==> src/rtl/ramp_seq_pkg.sv <==
package ramp_seq_pkg;
  localparam int CTL_W     = 16;
  localparam int SEL_BIT   = 12;
  localparam int HOLD_BIT  = 13;
  localparam int DEFER_BIT = 14;

  typedef enum logic [1:0] {RS_IDLE = 2'd0, RS_UP = 2'd1, RS_DOWN = 2'd2} ramp_dir_e;

  function automatic ramp_dir_e flip_dir(input ramp_dir_e d);
    return (d == RS_UP) ? RS_DOWN : RS_UP;
  endfunction
endpackage

==> src/rtl/ramp_profile_ram.sv <==
module ramp_profile_ram #(
  parameter int DW = 10,
  parameter int AW = 6
) (
  input  logic          clk,
  input  logic          rst_n,
  input  logic          we,
  input  logic [AW-1:0] waddr,
  input  logic [DW-1:0] wdata,
  input  logic [AW-1:0] raddr,
  output logic [DW-1:0] rdata
);
  localparam int DEPTH = 1 << AW;

  logic [DW-1:0] mem [DEPTH];

  always_ff @(posedge clk) begin
    if (we) mem[waddr] <= wdata;
  end

  // registered read port: old contents on a same-edge write
  always_ff @(posedge clk or negedge rst_n) begin
    if (!rst_n) rdata <= '0;
    else        rdata <= mem[raddr];
  end
endmodule

==> src/rtl/ramp_addr_engine.sv <==
module ramp_addr_engine
  import ramp_seq_pkg::*;
#(
  parameter int AW = 6
) (
  input  logic          clk,
  input  logic          rst_n,
  input  logic          enable,
  input  logic          hold,
  input  logic          defer,
  input  logic          req_up,
  input  logic          req_down,
  input  logic          req_cycle,
  input  logic          step_en,
  output logic [AW-1:0] addr,
  output logic          busy,
  output logic          done
);
  localparam logic [AW-1:0] TOP_A = '1;
  localparam logic [AW-1:0] BOT_A = '0;

  ramp_dir_e     dir_q, dir_n, pend_q, pend_n, cur;
  logic          cyc_q, cyc_n, pv_q, pv_n, done_n;
  logic [AW-1:0] addr_q, addr_n, end_a;
  logic          r_cyc, r_dn, r_up, opp, fin;

  // priority: cycle over fall over rise
  assign r_cyc = req_cycle;
  assign r_dn  = req_down & ~req_cycle;
  assign r_up  = req_up & ~req_down & ~req_cycle;

  always_comb begin
    dir_n  = dir_q;
    pend_n = pend_q;
    cyc_n  = cyc_q;
    pv_n   = pv_q;
    addr_n = addr_q;
    done_n = 1'b0;
    cur    = dir_q;
    opp    = 1'b0;
    fin    = 1'b0;
    end_a  = TOP_A;
    if (!enable) begin
      dir_n = RS_IDLE;
      cyc_n = 1'b0;
      pv_n  = 1'b0;
    end else if (dir_q == RS_IDLE) begin
      if (r_cyc) begin
        dir_n = RS_UP; addr_n = BOT_A; cyc_n = 1'b1;
      end else if (r_dn) begin
        dir_n = RS_DOWN; addr_n = TOP_A;
      end else if (r_up) begin
        dir_n = RS_UP; addr_n = BOT_A;
      end
    end else begin
      opp = ((dir_q == RS_UP) && r_dn) || ((dir_q == RS_DOWN) && r_up);
      if (opp && !defer) begin
        cur   = flip_dir(dir_q);
        cyc_n = 1'b0;
        pv_n  = 1'b0;
      end else if (opp) begin
        pv_n   = 1'b1;
        pend_n = flip_dir(dir_q);
      end
      end_a = (cur == RS_UP) ? TOP_A : BOT_A;
      if (!hold) begin
        if (addr_q == end_a) begin
          fin = 1'b1;
        end else if (step_en) begin
          addr_n = (cur == RS_UP) ? addr_q + 1'b1 : addr_q - 1'b1;
          fin    = (addr_n == end_a);
        end
      end
      if (fin) begin
        if (cyc_n && (cur == RS_UP)) begin
          cur = RS_DOWN; cyc_n = 1'b0; pv_n = 1'b0;
        end else if (pv_n) begin
          done_n = 1'b1; cur = pend_n; pv_n = 1'b0;
        end else begin
          done_n = 1'b1; cur = RS_IDLE;
        end
      end
      dir_n = cur;
    end
  end

  always_ff @(posedge clk or negedge rst_n) begin
    if (!rst_n) begin
      dir_q  <= RS_IDLE;
      pend_q <= RS_UP;
      cyc_q  <= 1'b0;
      pv_q   <= 1'b0;
      addr_q <= '0;
      done   <= 1'b0;
    end else begin
      dir_q  <= dir_n;
      pend_q <= pend_n;
      cyc_q  <= cyc_n;
      pv_q   <= pv_n;
      addr_q <= addr_n;
      done   <= done_n;
    end
  end

  assign addr = addr_q;
  assign busy = (dir_q != RS_IDLE);
endmodule

==> src/rtl/ramp_profile_seq.sv <==
module ramp_profile_seq
  import ramp_seq_pkg::*;
#(
  parameter int DW = 10,
  parameter int AW = 6,
  parameter int RW = CTL_W
) (
  input  logic          clk,
  input  logic          rst_n,
  input  logic          ram_we,
  input  logic [AW-1:0] ram_waddr,
  input  logic [DW-1:0] ram_wdata,
  input  logic          ctl_we,
  input  logic [RW-1:0] ctl_wdata,
  output logic [RW-1:0] ctl_rdata,
  input  logic          cmd_up,
  input  logic          cmd_down,
  input  logic          cmd_cycle,
  input  logic          step_en,
  output logic [DW-1:0] dac_code,
  output logic          busy,
  output logic          done
);
  logic [DW-1:0] data_q, ram_q;
  logic          sel_q, hold_q, defer_q;
  logic [AW-1:0] eng_addr;

  always_ff @(posedge clk or negedge rst_n) begin
    if (!rst_n) begin
      data_q  <= '0;
      sel_q   <= 1'b0;
      hold_q  <= 1'b0;
      defer_q <= 1'b0;
    end else if (ctl_we) begin
      data_q  <= ctl_wdata[DW-1:0];
      sel_q   <= ctl_wdata[SEL_BIT];
      hold_q  <= ctl_wdata[HOLD_BIT];
      defer_q <= ctl_wdata[DEFER_BIT];
    end
  end

  always_comb begin
    ctl_rdata            = '0;
    ctl_rdata[DW-1:0]    = data_q;
    ctl_rdata[SEL_BIT]   = sel_q;
    ctl_rdata[HOLD_BIT]  = hold_q;
    ctl_rdata[DEFER_BIT] = defer_q;
  end

  ramp_profile_ram #(.DW(DW), .AW(AW)) u_ram (
    .clk   (clk),
    .rst_n (rst_n),
    .we    (ram_we & ~sel_q),
    .waddr (ram_waddr),
    .wdata (ram_wdata),
    .raddr (eng_addr),
    .rdata (ram_q)
  );

  ramp_addr_engine #(.AW(AW)) u_eng (
    .clk       (clk),
    .rst_n     (rst_n),
    .enable    (sel_q),
    .hold      (hold_q),
    .defer     (defer_q),
    .req_up    (cmd_up),
    .req_down  (cmd_down),
    .req_cycle (cmd_cycle),
    .step_en   (step_en),
    .addr      (eng_addr),
    .busy      (busy),
    .done      (done)
  );

  assign dac_code = sel_q ? ram_q : data_q;
endmodule

==> config.mk <==
export PLATFORM = sky130hd
export DESIGN_NAME = ramp_profile_seq
export DESIGN_NICKNAME = d
export VERILOG_FILES = /design/src/rtl/ramp_seq_pkg.sv /design/src/rtl/ramp_profile_ram.sv /design/src/rtl/ramp_addr_engine.sv /design/src/rtl/ramp_profile_seq.sv
export SDC_FILE = /design/constraint.sdc
export NUM_CORES = 1
export LEC_CHECK = 0
export BUFFER_PORTS_ARGS = -buffer_cell sky130_fd_sc_hd__buf_4
export CORE_MARGIN = 10
export CORE_UTILIZATION = 60
export DETAILED_ROUTE_END_ITERATION = 12
export GPL_ROUTABILITY_DRIVEN = 0
export PLACE_DENSITY_LB_ADDON = 0.12
export SYNTH_ARGS = -nofsm -noshare
export SYNTH_HDL_FRONTEND = slang
export SYNTH_HIERARCHICAL = 1
export SYNTH_SLANG_ARGS = --single-unit
==> constraint.sdc <==
create_clock -name clk -period 5.6 [get_ports clk]
set_input_delay 1.12 -clock clk [delete_from_list [all_inputs] [get_ports clk]]
set_output_delay 1.12 -clock clk [all_outputs]
set_load 0.1 [all_outputs]
# --- Word-level counts from Yosys, hierarchy flattened ---
# Memories as Yosys holds them, arrays and structs flattened. A register that Yosys moved wholly into a read port is not among the register bits.
# Index checks and enable logic that the tools add are counted.
word_totals:
  latch_bits: 0
  ff_bits: 26
  rom_bits: 0
  wordCells: 94
  in_bits: 40
  ramBits: 640
  out_inout_bits: 28
  n_memories: 1
op_classes:
  n_lt_le_gt_ge: 0
  shifts: 0
  div_mod_pow: 0
  mul: 0
  addsub: 2
  reduce_logical: 12
  bitwise_logic: 8
  n_eq_ne: 11
  mux: 50
mem_list:
  columns: ["name", "words", "word_bits", "rd", "rd_clocked_by_memory_dff", "wr", "line_no", "source"]
  rows:
  - ["u_ram.mem", 64, 10, 1, 1, 1, "ramp_profile_ram.sv:15", "logic [DW-1:0] mem [DEPTH];"]
ops:
  columns: ["operator", "count"]
  rows:
  - ["6-bit two-way mux", 9]
  - ["2-bit two-way mux", 14]
  - ["1-bit two-way mux", 26]
  - ["6-bit == test", 2]
  - ["10-bit two-way mux", 1]
  - ["6-bit by 1-bit adder with 6-bit output (second input constant)", 1]
  - ["6-bit by 1-bit subtractor with 6-bit output (second input constant)", 1]
  - ["5-bit by 3-bit != test with 1-bit output (second input constant)", 1]
  - ["5-bit AND reduction", 1]
  - ["1-bit AND", 4]
  - ["2-bit by 1-bit == test with 1-bit output (second input constant)", 2]
  - ["1-bit logical AND", 4]
  - ["2-bit by 1-bit != test with 1-bit output (second input constant)", 2]
  - ["4-bit by 2-bit != test with 1-bit output (second input constant)", 1]
  - ["1-bit NOT", 4]
  - ["2-bit nonzero test", 2]
  - ["3-bit != test (second input constant)", 1]
  - ["2-bit == test (second input constant)", 1]
  - ["1-bit zero test", 2]
  - ["2-bit zero test", 1]
  - ["2-bit != test (second input constant)", 1]
  - ["2-bit AND reduction", 1]
  - ["1-bit logical OR", 1]

# --- Logic depth before layout (Yosys ltp) ---
logic_depth:
  ltp_word: 20
  ltp_mapped: 14

# --- Cells and area by module ---
# Netlist, hierarchy kept.
by_module_without_submodules:
  columns: ["module", "cells_per_inst", "area_each_um2", "seq_area_each_um2", "instances"]
  rows:
  - ["ramp_profile_ram", 1120, 25160.4, 19468.7, 1]
  - ["ramp_addr_engine", 120, 1119.8, 326.6, 1]
  - ["ramp_profile_seq", 46, 699.4, 325.3, 1]

# --- Least setup slack after synthesis ---
# No wires, ideal clock.
synth_path:
  kind: "input to register"
  startpoint: "in cmd_down"
  endpoint: "reg u_eng.dir_q[0]"
  setup_slack_ns: 1.885
  setup_time_ns: 0.128
  t_arrival_ns: 3.587
  cell_stages: 12
  required_time_ns: 5.472
  cell_sequence: "buf_4 > or3b_1 > o21ai_2 > nor2_2 > inv_2 > ha_1 > xnor2_1 > or3_1 > nor4_2 > o21ai_2 > a21oi_4 > mux2_1"
synth_between:
  elab_chain_len: 20
  word_cells_on_any_way: 39
synth_rtl:
  columns: ["element", "line_no", "source"]
  rows:
  - ["start, declared", "ramp_profile_seq.sv:17", "input logic cmd_down,"]
  - ["1-bit NOT", "ramp_addr_engine.sv:30", "assign r_up = req_up & ~req_down & ~req_cycle;"]
  - ["1-bit AND (2 in a row)", "ramp_addr_engine.sv:30", null]
  - ["1-bit logical AND", "ramp_addr_engine.sv:56", "opp = ((dir_q == RS_UP) && r_dn) || ((dir_q == RS_DOWN) && r_up);"]
  - ["1-bit logical OR", "ramp_addr_engine.sv:56", null]
  - ["1-bit logical AND", "ramp_addr_engine.sv:57", "if (opp && !defer) begin"]
  - ["2-bit two-way mux", "ramp_addr_engine.sv:57", null]
  - ["2-bit two-way mux", "ramp_addr_engine.sv:47", "end else if (dir_q == RS_IDLE) begin"]
  - ["2-bit two-way mux", "ramp_addr_engine.sv:43", "if (!enable) begin"]
  - ["(+3 left out)", null, null]
  - ["1-bit two-way mux", "ramp_addr_engine.sv:69", "end else if (step_en) begin"]
  - ["1-bit two-way mux", "ramp_addr_engine.sv:67", "if (addr_q == end_a) begin"]
  - ["1-bit two-way mux", "ramp_addr_engine.sv:66", "if (!hold) begin"]
  - ["1-bit two-way mux", "ramp_addr_engine.sv:47", null]
  - ["1-bit two-way mux", "ramp_addr_engine.sv:43", null]
  - ["2-bit two-way mux", "ramp_addr_engine.sv:74", "if (fin) begin"]
  - ["2-bit two-way mux", "ramp_addr_engine.sv:47", null]
  - ["2-bit two-way mux", "ramp_addr_engine.sv:43", null]
  - ["end signal, assigned", "ramp_addr_engine.sv:96", "dir_q <= dir_n;"]
  - ["end, declared", "ramp_addr_engine.sv:22", "ramp_dir_e dir_q, dir_n, pend_q, pend_n, cur;"]
# Parallel ways exist; a longest one is shown, timed or not. The select of a mux whose other input is x is not followed.
# A chain may end at the register's enable or synchronous reset.

# --- Worst setup path after layout ---
layout_path:
  startpoint: "reg sel_q"
  endpoint: "mem u_ram.mem[10][5], enable pin"
layout_between:
  elab_chain_len: 4
layout_rtl:
  columns: ["element", "line_no", "source"]
  rows:
  - ["start, declared", "ramp_profile_seq.sv:25", "logic sel_q, hold_q, defer_q;"]
  - ["start signal, assigned", "ramp_profile_seq.sv:36", "sel_q <= ctl_wdata[SEL_BIT];"]
  - ["1-bit NOT", "ramp_profile_seq.sv:53", ".we (ram_we & ~sel_q),"]
  - ["1-bit AND", "ramp_profile_seq.sv:53", null]
  - ["1-bit two-way mux", "ramp_profile_ram.sv:18", "if (we) mem[waddr] <= wdata;"]
  - ["1-bit two-way mux (implied by the code)", "ramp_profile_ram.sv:18", null]
  - ["end, declared", "ramp_profile_ram.sv:15", null]
# No other way between the ends.

==> out/qor.yml <==
detailed_routing:
  dr.pass1.iters: 5
  antenna_left: 0
  via_per_inst: 6.435
  drtIter0Drc: 1337
  vias: 13006
  drt-total-wl_mm: 56.75
  remaining_drc_errors: 0
  avgRoutedWirePerCell_um: 28.08
logic_synthesis:
  synth_commonest_cells: "edfxtp_1 (640), mux4_2 (160), nor2_1 (78), mux2i_1 (52), dfrtp_1 (35)"
  ys.warnings.count: 6
  syn-mean-instance-area_um2: 20.98
  synth-async-reset-ratio: 0.05325
  yosysMostFrequentCell: "edfxtp_1"
  synth.distinct_cells: 67
  syn-instance-count: 1286
  synth_top_area_cell: "edfxtp_1"
  synth_edf_count: 640
  ys_seq_area_frac: 0.7458
  synth_area_leaders: "edfxtp_1 (71%), mux4_2 (13%), dfrtp_1 (3.2%), mux2i_1 (1.9%), nor2_1 (1.1%)"
  synth_area_um2: 26980
  ys_seq_elements: 676
  ys.flop_type: "edfxtp_1"
  synth_top_area_frac: 0.7123
sta:
  fmax_ghz: 0.2821
  hold_viol: 0
  grt_setup_unrepaired: "no"
  worst_pin_slew_ps: 1077
  finalClockSkew_ps: 25.11
  drv_slew: 0
  fin_setup_tns_ps: 0
  period_minus_slack_ps: 3544
  finalSetupViolations: 0
  post-route-period-util: 0.6329
  relSlewSlack: 0.2793
final_layout:
  multiInputGateArea_um2: 6425
  fin_area_um2: 30210
  post-route-util: 0.6818
  drive_gt1_frac: 0.2864
  num-fill-cells: 2848
  area_growth_pct: 11.99
  seq_area_um2: 20130
  nets: 1423
clock_tree:
  clk_pin_slew_ps: 60
  cts_buffers: 69
  cts_sinks: 676
  cts_tree: "done"
  insertion_delay_ps: 580
  post-cts-setup-buffer-count: 0
  root_buffer: "clkbuf_16"
  max-clock-path-buffers: 3
  holdBufCountCts: 0
  cts.htree.levels: 3
  cts-resized-gates: 0
grt:
  antenna_found_initial: 1
  grt_start_max_net_pins: 74
  grt_first_pass_wirelength_mm: 85.53
  grt_use_total: 0.2146
  grt_overflow_total: 0
  grt_pass1_vias: 13174
worst_setup_path:
  critPathLaunchType: "flip-flop"
  worstReg2RegStart: "sel_q"
  critPathKind: "flip-flop to flip-flop"
  regToRegSetupSlack_ps: 2060
  cp.required_ps: 5790
  r2r_cells: 4
  cp-end-kind: "flip-flop"
  cp-startpoint: "sel_q"
  cp.arrival_ps: 3740
  crit_fanout: 20
place:
  hpwl_mm: 33.49
  io_buffers: 61
  place_area_um2: 28030
floorplanning:
  core-area_um2: 44320
  die_x_um: 232.1
  start_util: 0.6088
  dieArea_um2: 53850
  num_io_pins: 68
  num_rows: 77
  die_height_um: 232.1
worst_hold_path:
  hold_class: "input pin to asynchronous set/reset pin"
power:
  powerDensity_nw_per_um2: 471.6
  peakVddDrop_v: 0.0004205
  p_leak_nw: 9.722
run:
  maxCapViolations: 0
status:
  outcome: "completed"
## power breakdown
group          internal (mW)  switching, mW
Combinational           1.71           2.17
Sequential              5.63          0.299
Clock                   2.62           1.82
## per-stage QoR
stage	hold WS, ps	std cells	setup slack, ps	total power [mW]
CTS	487.7	2020	2111	14.36
global route	520.7	2021	1814	14.80
floorplan	449.8	1288	1885	8.838
detailed placement	479.5	1896	1515	9.932
finish	501.9	2021	2056	14.25
global placement	474.4	1896	1616	9.901
## worst paths after layout
| path | end |
|---|---|
| worst min-delay path | sel_q |
| worst min register to register | u_eng/pend_q[1] |
| min in group clk | u_eng/pend_q[1] |
| worst max-delay path | u_ram/mem[10][5] |
| max in group asynchronous | u_eng/addr[0] |
| worst max register to register | u_ram/mem[10][5] |
## placed cells by master (no fill, tap or decap), types with 9 or more instances in the layout
master,instances
nor2b_1,14
nand2_1,17
mux2i_1,52
clkbuf_16,71
edfxtp_1,640
clkinv_2,15
a22oi_1,10
nor2_1,78
mux2_2,21
mux2_4,16
mux4_2,160
nand3_1,10
o22ai_1,15
o21ai_0,9
clkinv_1,13
buf_4,87
clkbuf_1,15
a211oi_1,10
dfrtp_1,31
## area by class of cell
type	count	share of cell area
Antenna cell	1	0.00008282
Clock buffer	88	0.06158
Clock inverter	36	0.01073
Inverter	4	0.0004969
Multi-Input combinational cell	534	0.2126
Sequential cell	676	0.6664
Tap cell	592	0.02452
Timing Repair Buffer	90	0.02360
## routing by layer
metal	part of all wire	track usage	routed length, um
met1	0.42	0.3060	23820
met2	0.48	0.3302	27070
met3	0.082	0.04838	4673
met4	0.021	0.06371	1186
met5	0	0	0
## sequential cells by signal, indices dropped and copies added, names as in the netlist, 2 cells and up
name and flops:
u_ram/rdata 10, u_eng/dir_q 2, u_eng/pend_q 2, data_q 10, u_ram/mem 640, u_eng/addr 6
## cells by family after synthesis
kind of cell	synth area share
multiplexers	0.1718
adder cells (fa/ha/maj)	0.003988
other	0.0001390
buffers and inverters	0.01646
AO/OA/AOI/OAI	0.03121
XOR/XNOR	0.001623
flip-flops	0.7458
AND/OR/NAND/NOR	0.02903
## critical path, cell delays in order, from the launching register on
cell     delay, ps
dfrtp_1        640
nor2b_1        730
nor2b_1        350
nand2_1        460
nor2_1         960
Note: power is estimated with default switching activity, not from simulation.
